`config.mk`:
```
export PLATFORM = sky130hd
export DESIGN_NAME = dhz_mode_mgr
export DESIGN_NICKNAME = d
export VERILOG_FILES = /design/src/rtl/dhz_pkg.sv /design/src/rtl/dhz_pwm_edge.sv /design/src/rtl/dhz_holdoff.sv /design/src/rtl/dhz_ovp_guard.sv /design/src/rtl/dhz_mode_mgr.sv
export SDC_FILE = /design/constraint.sdc
export NUM_CORES = 1
export LEC_CHECK = 0
export BUFFER_PORTS_ARGS = -buffer_cell sky130_fd_sc_hd__buf_4
export CORE_AREA = 2 2 39 41
export CTS_BUF_LIST = sky130_fd_sc_hd__clkbuf_4
export DETAILED_ROUTE_END_ITERATION = 6
export DIE_AREA = 0 0 41 43
export PLACE_DENSITY = 0.56
export SLEW_MARGIN = 20
export SYNTH_ARGS = -nofsm -noshare
export SYNTH_HDL_FRONTEND = slang
export SYNTH_HIERARCHICAL = 1
export SYNTH_SLANG_ARGS = --single-unit
```
`constraint.sdc`:
```
create_clock -name clk -period 3.56 [get_ports clk]
set_input_delay 0.178 -clock clk [delete_from_list [all_inputs] [get_ports clk]]
set_output_delay 0.178 -clock clk [all_outputs]
set_load 0.02 [all_outputs]
```
`src/rtl/dhz_pkg.sv`:
```
`timescale 1ns/1ps
// Shared encodings for the half-bridge mode manager.
// Assumes: PWM class codes arrive already synchronised.
package dhz_pkg;
    typedef enum logic [1:0] {
        MODE_OFF  = 2'b00,
        MODE_RUN  = 2'b01,
        MODE_LSON = 2'b10
    } drv_mode_e;

    localparam logic [1:0] PWM_LO = 2'b00;
    localparam logic [1:0] PWM_HI = 2'b01;
endpackage

```
`src/rtl/dhz_pwm_edge.sv`:
```
`timescale 1ns/1ps
// Classifies the PWM code and flags transitions to a valid level.
// Assumes: bit 1 set means mid-level window; the first sample after reset
// is never treated as a transition.
module dhz_pwm_edge (
    input  logic       clk,
    input  logic       rst_n,
    input  logic [1:0] pwm_lvl_i,
    output logic       in_win_o,
    output logic       trans_o
);
    logic [1:0] prev_q;
    logic       seen_q;

    // Remember last sampled code and that at least one sample exists.
    always_ff @(posedge clk) begin
        if (!rst_n) begin
            prev_q <= 2'b10;
            seen_q <= 1'b0;
        end else begin
            prev_q <= pwm_lvl_i;
            seen_q <= 1'b1;
        end
    end

    // Window membership and valid-level change detection.
    always_comb begin
        in_win_o = pwm_lvl_i[1];
        trans_o  = seen_q && !pwm_lvl_i[1] && (pwm_lvl_i != prev_q);
    end
endmodule

```
`src/rtl/dhz_holdoff.sv`:
```
`timescale 1ns/1ps
// Counts consecutive qualifying window cycles; pulses expire_o on the
// HOLD_CYC-th one. Assumes run_i already folds in enable and state.
module dhz_holdoff #(
    parameter int HOLD_CYC = 12
) (
    input  logic clk,
    input  logic rst_n,
    input  logic run_i,
    output logic expire_o
);
    localparam int CW = $clog2(HOLD_CYC + 1);
    localparam logic [CW-1:0] LAST = CW'(HOLD_CYC - 1);

    logic [CW-1:0] cnt_q;

    // Expiry when the current qualifying cycle is the last one needed.
    always_comb expire_o = run_i && (cnt_q == LAST);

    // Advance while qualifying, restart otherwise or on expiry.
    always_ff @(posedge clk) begin
        if (!rst_n)
            cnt_q <= '0;
        else if (!run_i || expire_o)
            cnt_q <= '0;
        else
            cnt_q <= cnt_q + 1'b1;
    end

    p_cnt_bound_r3: assert property (@(posedge clk) disable iff (!rst_n)
        cnt_q <= LAST);
endmodule

```
`src/rtl/dhz_ovp_guard.sv`:
```
`timescale 1ns/1ps
// Startup overvoltage guard: arms when undervoltage clears, latches the
// low side on an overvoltage while armed, clears on clr_i.
// Assumes: reset is treated as an undervoltage episode.
module dhz_ovp_guard (
    input  logic clk,
    input  logic rst_n,
    input  logic uv_i,
    input  logic ovp_i,
    input  logic clr_i,
    output logic uv_q_o,
    output logic armed_o,
    output logic latch_o
);
    logic uv_q;
    logic armed_q;
    logic latch_q;
    logic arm_evt;

    // Undervoltage-clear event.
    always_comb arm_evt = uv_q && !uv_i;

    // Track the supply flag from the previous cycle.
    always_ff @(posedge clk) begin
        if (!rst_n) uv_q <= 1'b1;
        else        uv_q <= uv_i;
    end

    // Armed flag: set on supply-good edge, dropped on clear.
    always_ff @(posedge clk) begin
        if (!rst_n)       armed_q <= 1'b0;
        else if (clr_i)   armed_q <= 1'b0;
        else if (arm_evt) armed_q <= 1'b1;
    end

    // Low-side latch: set on overvoltage while armed, held until clear.
    always_ff @(posedge clk) begin
        if (!rst_n)                latch_q <= 1'b0;
        else if (clr_i)            latch_q <= 1'b0;
        else if (armed_q && ovp_i) latch_q <= 1'b1;
    end

    always_comb begin
        uv_q_o  = uv_q;
        armed_o = armed_q;
        latch_o = latch_q;
    end

    p_latch_set_r6: assert property (@(posedge clk) disable iff (!rst_n)
        (armed_q && ovp_i && !clr_i) |=> latch_q);
    p_latch_keep_r9: assert property (@(posedge clk) disable iff (!rst_n)
        (latch_q && !clr_i) |=> latch_q);
    p_clear_r7: assert property (@(posedge clk) disable iff (!rst_n)
        clr_i |=> (!latch_q && !armed_q));
endmodule

```
`src/rtl/dhz_mode_mgr.sv`:
```
`timescale 1ns/1ps
// Top: resolves undervoltage, enable, high-impedance and protection latch
// into one registered-state mode code for the gate sequencer.
// Assumes: all inputs synchronous to clk; mode follows inputs by one cycle.
module dhz_mode_mgr
    import dhz_pkg::*;
#(
    parameter int HOLD_CYC = 12
) (
    input  logic       clk,
    input  logic       rst_n,
    input  logic       uv_i,
    input  logic       en_i,
    input  logic [1:0] pwm_lvl_i,
    input  logic       ovp_i,
    output logic [1:0] mode_o
);
    logic      in_win;
    logic      trans;
    logic      expire;
    logic      hold_run;
    logic      clr;
    logic      uv_q;
    logic      armed;
    logic      latch;
    logic      hiz_q;
    logic      en_q;
    drv_mode_e mode_w;

    dhz_pwm_edge u_edge (
        .clk       (clk),
        .rst_n     (rst_n),
        .pwm_lvl_i (pwm_lvl_i),
        .in_win_o  (in_win),
        .trans_o   (trans)
    );

    // Hold-off qualifies only while enabled, supplied and not yet off.
    always_comb hold_run = en_i && !uv_i && in_win && !hiz_q;

    dhz_holdoff #(.HOLD_CYC(HOLD_CYC)) u_hold (
        .clk      (clk),
        .rst_n    (rst_n),
        .run_i    (hold_run),
        .expire_o (expire)
    );

    // Protection clears on undervoltage or on a valid PWM transition.
    always_comb clr = uv_i || trans;

    dhz_ovp_guard u_guard (
        .clk     (clk),
        .rst_n   (rst_n),
        .uv_i    (uv_i),
        .ovp_i   (ovp_i),
        .clr_i   (clr),
        .uv_q_o  (uv_q),
        .armed_o (armed),
        .latch_o (latch)
    );

    // High-impedance state: forced by undervoltage, left on transition.
    always_ff @(posedge clk) begin
        if (!rst_n)      hiz_q <= 1'b1;
        else if (uv_i)   hiz_q <= 1'b1;
        else if (trans)  hiz_q <= 1'b0;
        else if (expire) hiz_q <= 1'b1;
    end

    // Registered enable so mode reflects one consistent sample.
    always_ff @(posedge clk) begin
        if (!rst_n) en_q <= 1'b0;
        else        en_q <= en_i;
    end

    // Mode priority: supply, enable, protection latch, high-impedance.
    always_comb begin
        if (uv_q)       mode_w = MODE_OFF;
        else if (!en_q) mode_w = MODE_OFF;
        else if (latch) mode_w = MODE_LSON;
        else if (hiz_q) mode_w = MODE_OFF;
        else            mode_w = MODE_RUN;
    end

    assign mode_o = mode_w;

    p_uv_off_r1: assert property (@(posedge clk) disable iff (!rst_n)
        uv_i |=> (mode_o == MODE_OFF));
    p_en_off_r2: assert property (@(posedge clk) disable iff (!rst_n)
        (!en_i && !uv_i) |=> (mode_o == MODE_OFF));
    p_exit_r4: assert property (@(posedge clk) disable iff (!rst_n)
        (trans && !uv_i) |=> !hiz_q);
    p_armed_in_hiz_r6: assert property (@(posedge clk) disable iff (!rst_n)
        armed |-> hiz_q);
    p_legal_code_r8: assert property (@(posedge clk) disable iff (!rst_n)
        mode_o != 2'b11);
endmodule

```
==> run summary <==
outcome - finished clean
final worst slack - 2350 ps
Post-Syn Area - 480 sq um
Placer Congestion - 0.639
CTS buffer count - 3
fin util - 41.6%
post-synthesis adder-cell area fraction - 2.60%
# hold bufs at CTS - 0
I/O pin count - 9
pwr dens - 409 nW/um^2
# H-tree levels - 1
synthesized area per cell - 10.7 sq um
Worst-Skew Late Latency - 260 ps
post-synthesis sequential area ratio - 50.0%
wire length per cell - 9.11 um
CTS tree - built
clk_skew - 1.54 ps
crit path launch type - register
die area - 1760 sq um
max-slew violations - 0
row cnt - 14
first-pass GRT wire length - 1160 um
reg2reg path depth - 5
Congestion Overflow GR - 0
Placed Cells - 68
layout cell share with drive strength beyond 1 - 36.4%
final hold violation count - 0
Tot Pwr - 0.000236 W
DR vias - 315
clock sinks - 12
worst slack, placed - 2340 ps
Net Switching - 0.0000477 W
r2r setup slk - 2360 ps
setup TNS - 0 ps
largest family of logic cells by synthesized area - simple AND/OR/NAND/NOR gates
Root Driver - clkbuf_4
DIE WIDTH - 41 um
cell family with most CP delay - flip-flops
mux share of post-synthesis cell area - 0%
endpoints failing setup - 0
crit-path max FO - 3
critical path data required time - 3380 ps
Max-Cap Viols - 0
simple-gate area share of the yosys netlist - 29.4%
slowest stage delay, CP - 330 ps
buffers plus inverters on the worst setup path - 1
highest-count cells in the layout ignoring fill and taps - dfxtp_1, buf_4, nor2_1, clkbuf_4, inv_1
HP Class - in2reg
commonest non-fill, non-tap cell in the layout - dfxtp_1
drt via density - 4.44
reg2reg end - u_guard/armed_o
Critical path origin - hiz_q
final std cells w/o fill - 71
Internal Power - 0.000188 W
Post-DRT Antenna Nets - 0
n_diodes - 0
# nets final - 65
XOR/XNOR Fraction of Synth Area - 5.47%
Die Y - 43 um
clk slew on worst S/H paths - 70 ps
GRT Util Overall - 10.1%
Area growth syn-to-layout - 19.8%
fmax - 824 MHz
Pleak - 0.248 nW
clock share of power - 33.3%
largest net degree at the start of global routing - 9
final period utilization - 34.1%
critical path depth - 2
clock buffer depth - 2
drt total wl - 647 um
sw frac - 20.3%
Fill cells - 143
count of cell types in the netlist - 25
worst-path cell chain - nor4b_2 -> buf_4
Gate Count Post-Synth - 45
Flop pwr share - 59.6%
CTS resizes - 0
r2r startpoint - u_edge/prev_q[0]
post-route minimum period - 1210 ps
critical path endpoint category - output pin
input/output buffers - 8
max_slew headroom - 83.7%
Worst-Margin Slew - 244 ps
Slowest-stage cell, CP - dfxtp_1
DP Wirelength - 497 um
Critical Path End - mode_o[0]
DR pass1 iterations - 4
CP Data Arrival Time - 1040 ps
Setup Buffers After CTS - 0
YS warnings - 6
DRC - 0
RSZ-0062 raised after global routing - false
critical path class - reg2out
highest ir drop seen on vdd - 0.223 mV
flops & latches, synth - 12
Logic pwr share - 7.1%
Compound-Gate Fraction of Synth Area - 8.59%
Initial Utilization - 34.7%
Core ar. - 1380 sq um
vias in the first global route - 298
syn nets - 53
antenna violations before repair - 0
beginning of the worst hold path - rst_n
Iteration-0 DRC Markers - 4
[stage by stage]
stage                     hold slack, ps  area, sq um
after floorplan                      206          480
after global placement               371          553
after detailed placement             369          553
after CTS                           96.1          576
after global routing                91.0          576
final                               98.5          576
[power by group through the flow]
| stage | clock network (W) | registers, W | logic [W] |
|---|---|---|---|
| 6_report | 0.0000784 | 0.000140 | 0.0000168 |
| 5_1_grt | 0.0000898 | 0.000141 | 0.0000187 |
| 3_3_place_gp | 0 | 0.000144 | 0.0000171 |
| 4_1_cts | 0.0000814 | 0.000140 | 0.0000172 |
| 3_5_place_dp | 0 | 0.000144 | 0.0000170 |
| 2_1_floorplan | 0 | 0.000143 | 0.00000956 |
[routing by layer]
layer | vias up | global-route usage (%) | part of all wire, %
met1 | 139 | 13.5 | 49
li1 | 168 | - | -
met4 | 0 | 10.0 | 1.9
met2 | 6 | 11.9 | 43
met3 | 2 | 3.14 | 5.6
met5 | - | 0 | 0
[area by class of cell]
type                       count  area [sq um]  area share [%]
clock buffer                   3          22.5            3.91
timing repair buffer           8          60.1            10.4
multi-input combinational     29           221            38.5
inverter                       3          11.3            1.96
sequential                    12           240            41.7
tap                           16          20.0            3.48
[cells by family after synthesis]
group,Yosys count
fa+ha+maj,1
flops,12
xor+xnor,3
buf+inv,4
compound gates,5
simple gates,20
[worst min path at each step]
| stage | end | cells after the start |
|---|---|---|
| after floorplan | u_edge/seen_q | 0 |
| final | u_edge/seen_q | 1 |
| after global routing | u_edge/seen_q | 1 |
| after CTS | u_edge/seen_q | 1 |
| after global placement | u_edge/seen_q | 1 |
| after detailed placement | u_edge/seen_q | 1 |
[registers in the layout (all words and copies together), names as in the netlist]
register / flops
en_q: 1
u_guard/latch_o: 1
u_guard/armed_o: 1
u_edge/seen_q: 1
hiz_q: 1
u_guard/uv_q_o: 1
u_hold/cnt_q: 4
u_edge/prev_q: 2
[synthesized netlist by cell type]
cell	n	area (sq um)
a21oi_1	1	5.00
a21oi_2	1	8.76
and2_1	1	6.26
and2_2	1	7.51
and3b_1	1	8.76
and4bb_2	1	12.5
buf_4	1	7.51
dfxtp_1	12	240
ha_1	1	12.5
inv_1	3	11.3
nand2_1	2	7.51
nand2b_1	1	6.26
nand2b_4	2	27.5
nand3_1	1	5.00
nor2_1	5	18.8
nor2_2	1	6.26
nor2b_1	1	6.26
nor3b_1	1	7.51
nor4b_2	1	15.0
o211a_1	1	10.0
o211ai_2	1	12.5
o21ai_0	1	5.00
or2_2	1	6.26
xnor2_1	1	8.76
xor2_1	2	17.5
Power figures use the tool's default switching activity.
